**config.mk**
```make
export PLATFORM = sky130hd
export DESIGN_NAME = byte_bus_comparator
export DESIGN_NICKNAME = d
export VERILOG_FILES = /design/src/rtl/byte_bus_comparator.sv
export SDC_FILE = /design/constraint.sdc
export NUM_CORES = 1
export LEC_CHECK = 0
export ABC_AREA = 1
export ABC_CLOCK_PERIOD_IN_PS = 1800
export CAP_MARGIN = 15
export CORE_UTILIZATION = 39
export CTS_CLUSTER_DIAMETER = 50
export DETAILED_ROUTE_END_ITERATION = 6
export PLACE_DENSITY = 0.78
export SLEW_MARGIN = 40
export SYNTH_ARGS = -nofsm -noshare
export SYNTH_HDL_FRONTEND = slang
export SYNTH_SLANG_ARGS = --single-unit
```
**constraint.sdc**
```tcl
create_clock -name clk -period 1.8 [get_ports clk]
set_input_delay 0.18 -clock clk [delete_from_list [all_inputs] [get_ports clk]]
set_output_delay 0.18 -clock clk [all_outputs]
set_load 0.02 [all_outputs]
```
**src/rtl/byte_bus_comparator.sv**
```systemverilog
module byte_bus_comparator #(
  parameter int WIDTH = 8
) (
  input  logic             clk,
  input  logic             rst_n,
  input  logic [1:0]       sel,
  input  logic             ser_in,
  output logic             ser_out,
  input  logic [WIDTH-1:0] bus_in,
  output logic [WIDTH-1:0] bus_out,
  output logic             bus_oe,
  input  logic             signed_mode,
  input  logic             top_slice,
  input  logic             link_eq_in,
  input  logic             link_gt_in,
  input  logic             link_lt_in,
  output logic             link_eq_out,
  output logic             link_gt_out,
  output logic             link_lt_out,
  input  logic             stat_en,
  output logic             flag_eq,
  output logic             flag_gt,
  output logic             flag_lt
);
  localparam logic [1:0] OP_SHIFT = 2'b01;
  localparam logic [1:0] OP_LOAD  = 2'b10;
  localparam logic [1:0] OP_DRIVE = 2'b11;

  logic [WIDTH-1:0] store_q;
  logic [WIDTH-1:0] a_key, b_key;
  logic             flip, same, above, below;

  always_ff @(posedge clk or negedge rst_n) begin
    if (!rst_n) store_q <= '0;
    else begin
      case (sel)
        OP_SHIFT: store_q <= {store_q[WIDTH-2:0], ser_in};
        OP_LOAD:  store_q <= bus_in;
        default:  store_q <= store_q;
      endcase
    end
  end

  assign ser_out = store_q[WIDTH-1];
  assign bus_out = store_q;
  assign bus_oe  = (sel == OP_DRIVE);

  assign flip  = signed_mode & top_slice;
  assign a_key = {store_q[WIDTH-1] ^ flip, store_q[WIDTH-2:0]};
  assign b_key = {bus_in[WIDTH-1] ^ flip, bus_in[WIDTH-2:0]};
  assign same  = (a_key == b_key);
  assign above = (a_key > b_key);
  assign below = (a_key < b_key);

  assign link_eq_out = same & link_eq_in;
  assign link_gt_out = same ? link_gt_in : above;
  assign link_lt_out = same ? link_lt_in : below;

  assign flag_eq = stat_en & link_eq_out;
  assign flag_gt = stat_en & link_gt_out;
  assign flag_lt = stat_en & link_lt_out;
endmodule


```
======== Word level (Yosys, flattened, before mapping) ========
Cells that the tools add are included.
word-level totals
  output and inout port bits .............. 16
  register bits ........................... 8
  word-level logic and storage cells ...... 18
  input port bits ......................... 19
operators by class
  mux-type cells .......................... 3
  bitwise logic cells ..................... 7
  reductions and logical operators ........ 1
  magnitude comparators ................... 2
  equality and inequality tests ........... 4
operators with widths
  cell                  number
  $pmux W8 S2           1
  $eq A8 B8 Y1          1
  $gt A8 B8 Y1          1
  $lt A8 B8 Y1          1
  $and A1 B1 Y1         5
  $eq A2 B2 Y1 const B  2
  $eq A2 B1 Y1 const B  1
  $mux W1               2
  $reduce_bool A2 Y1    1
  $xor A1 B1 Y1         2

======== Logic depth before layout (Yosys ltp) ========
  depth after elaboration ................. 5
  mapped depth ............................ 10

======== Worst setup path after synthesis ========
OpenSTA, ideal clock, no wires.
  path kind ............................... register -> output
  start ................................... register store_q[3], in the netlist bus_out[3]
  end ..................................... output flag_lt
  buffers on the path ..................... 0
  data arrival time ....................... 1.517 ns
  stages on the path, launching flop included .. 9
  path slack .............................. 0.103 ns
  path through ............................ dfrtp_1 -> ha_1 -> nand2_1 -> nor2_1 -> nor2_1 -> nand2_1 -> nand2_2 -> nand2_2 -> a21oi_1
between the ends
  word-level cells in the longest chain between the ends .. 3
RTL lines
  what                                                 line    RTL
  from (decl)                                          29      logic [WIDTH-1:0] store_q;
  from (signal assigned)                               37      OP_SHIFT: store_q <= {store_q[WIDTH-2:0], ser_in};
  from (signal assigned)                               38      OP_LOAD: store_q <= bus_in;
  from (signal assigned)                               39      default: store_q <= store_q;
  $lt A8 B8 Y1 / $eq A8 B8 Y1 (equally long branches)  53, 51
  $mux W1 (*)                                          57      assign link_lt_out = same ? link_lt_in : below;
  $and A1 B1 Y1 (*)                                    61      assign flag_lt = stat_en & link_lt_out;
  to (decl)                                            23      output logic flag_lt
Every way passes the cells marked *; elsewhere a longest branch is shown, timed or not.

======== Final worst setup path ========
  start ................................... register store_q[3], in the netlist bus_out[3]
  end ..................................... output flag_gt
between the ends
  word-level cells in the longest chain between the ends .. 3
RTL lines
  what                                                 line    RTL
  $gt A8 B8 Y1 / $eq A8 B8 Y1 (equally long branches)  52, 51
  $mux W1 (*)                                          56      assign link_gt_out = same ? link_gt_in : above;
  $and A1 B1 Y1 (*)                                    60      assign flag_gt = stat_en & link_gt_out;
  to (decl)                                            22      output logic flag_gt,
Marks and branches as above.

==> flow_summary.yaml <==
global_route:
  grt.total_usage_pct: 21.3
  overflow: 0
  grt_pass1_vias: 777
  grt_start_max_net_pins: 14
  grt_pass1_wl_mm: 3.08
  antenna_found_initial: 0
power_and_ir_drop:
  p_per_area_nw_per_um2: 863
  power_switching_share_pct: 41.2
  power.internal_uw: 684
  seqPwrFrac_pct: 22.9
  p_sw_uw: 480
  peakVddDrop_mv: 0.724
  pwr-share-clk_pct: 12.1
  leakage_uw: 0.000659
  comb_power_share_pct: 65.1
clock_network:
  h-tree-depth: 1
  cts.sinks: 8
  cts_tree: "yes"
  clk_latency_ns: 0.25
  cts_hold_buf: 0
  clockBufferDepth: 2
  cts_buffers: 3
  cts_root_buf: "clkbuf_4"
  clkSlewWorstSetupHoldPaths_ns: 0.06
sta:
  fmax_ghz: 0.529
  relSlewSlack_pct: 72.5
  worstMarginPinSlew_ns: 0.413
  skew_ns: 0.00206
  finalSetupViolCount: 4
  finalHoldWorstSlack_ns: 0.213
  period_needed_ns: 1.89
  rsz0062_at_grt: "yes"
  slew_viol_final: 0
  tns_ns: -0.163
  finalCritPeriodShare_pct: 105
  finalHoldViolCount: 0
  setup_ws_ns: -0.0893
finish:
  n_antenna_cell: 0
  layout_common_cells: "clkdlybuf4s50_1, buf_4, nand2_1"
  synthToLayoutAreaGrowth_pct: 87.8
  nets: 190
  fill_cells: 135
  drive_gt1_share_pct: 36.3
  final_cell_area_um2: 1350
  largest_reg_flops: 8
placed_design:
  place_area_um2: 1220
  port_buffers: 34
  dpl.hpwl_mm: 1.60
  gp_congestion: 0.729
routing:
  viasPerCell: 4.70
  drtAntennaViolNets: 0
  wl_per_cell_um: 12.8
  top_layer_used: "met4"
  firstDrtPassIters: 4
  wl_met1_um: 994
  wl_mm: 2.38
  dr_wl_met3_um: 72
  dr_total_vias: 870
  drt_iter0_drc: 6
  drc: 0
  wl_met2_mm: 1.26
critical_path:
  endpoint: "flag_gt"
  crit_arrival_ns: 1.71
  critPathMaxFanout: 3
  r2r_slack_ns: 0.77
  worstPathRequired_ns: 1.62
  reg2reg_to: "bus_out[3]"
  path_class: "flop to primary output"
  start_kind: "flop"
  r2r_start: "bus_out[2]"
  critPathCaptureType: "primary output"
  reg2reg_depth: 4
  crit_start: "bus_out[3]"
synthesis:
  syn-cell-area_um2: 718
  ys_ff_latch: 8
  yosysTopAreaCellShare_pct: 27.9
  synth_top_area_cell: "dfrtp_1"
  synth-seq-area-share_pct: 27.9
  syn-mean-instance-area_um2: 6.84
  ys_warn_count: 0
  syn_inst: 105
  synthTopCellsByArea: "dfrtp_1, ha_1, nand2_1, inv_1, a21oi_1"
  synth_fp_nets: 133
  synth_cell_types: 19
outcome:
  run_status: "finished, violations left"
  failed_checks: "negative setup slack"
die:
  die-width_um: 44.9
  rows: 15
  core_area_um2: 1730
  die_y_um: 44.9
  initial_utilization_pct: 41.6
  dieArea_um2: 2020
  io-pin-count: 35
min_path:
  hold_path.class: "primary input to async pin"
flow_run:
  drv_cap: 0
==> cells in the mapped netlist, drive strengths merged <==
| cell type | instances |
|---|---|
| a21oi | 9 |
| clkbuf | 1 |
| nor2 | 12 |
| o21ai | 8 |
| nand3 | 3 |
| nand2 | 30 |
| nand3b | 1 |
| buf | 2 |
| dfrtp | 8 |
| o211ai | 1 |
| a22oi | 1 |
| ha | 9 |
| nor3 | 1 |
| inv | 19 |
==> layout make-up <==
type	instances	area, um2	share of cell area, %
flip-flops and latches	8	200	14.8
inverters	19	71.3	5.29
multi-input cells	75	531	39.3
repair buffers	55	493	36.5
clock buffers	3	22.5	1.67
well taps	25	31.3	2.32
==> critical path, cell delays in order (launching register included) <==
cell and delay [ns]:
dfrtp_1 0.42, ha_4 0.30, nand2_4 0.06, nor2_2 0.11, o21ai_1 0.07, nand2_1 0.07, nand2_2 0.06, nand2_4 0.08
nand2_4 0.07, nor2_4 0.11, buf_6 0.12
==> what timing repair did <==
action,4_1_cts,5_1_grt
resized for setup,42,16
setup endpoints to repair,6,6
setup buffers,0,2
pin swaps,7,8
==> power by group through the flow <==
stage	clock network, uW	registers (uW)	logic, uW
2_1_floorplan	0	313	252
6_report	140	266	757
4_1_cts	146	256	646
3_3_place_gp	0	251	609
3_5_place_dp	0	253	628
5_1_grt	151	271	812
==> cells by family after synthesis <==
kind of cell / after synthesis / synth area share (%)
simple gates: 47 / 30.3
buf+inv: 22 / 12.2
compound gates: 19 / 13.9
fa+ha+maj: 9 / 15.7
flops: 8 / 27.9
==> metal layers <==
metal / track usage, % / vias up
met2: 38.8 / 29
met3: 2.40 / 4
met1: 23.6 / 394
li1: - / 443
met4: 12.7 / 0
met5: 0 / -
==> how the worst min path moves through the flow <==
stage          startpoint  cells after the start  slack [ns]    endpoint
2_1_floorplan       rst_n                      0       -0.12  bus_out[0]
3_3_place_gp        rst_n                      1        0.48  bus_out[1]
3_5_place_dp        rst_n                      1        0.49  bus_out[1]
4_1_cts             rst_n                      1        0.22  bus_out[4]
5_1_grt             rst_n                      1        0.24  bus_out[1]
6_report            rst_n                      1        0.21  bus_out[1]
==> through the flow <==
stage	utilization [%]	cells	worst slack, ns	total power, uW
6_report	78.1	185	-0.0893	1160
3_5_place_dp	70.4	180	-0.569	881
2_1_floorplan	-	105	0.103	565
5_1_grt	78.1	185	-0.154	1230
4_1_cts	72.5	183	-0.0436	1050
3_3_place_gp	70.4	180	-0.515	860
(Power assumes the default switching activity.)
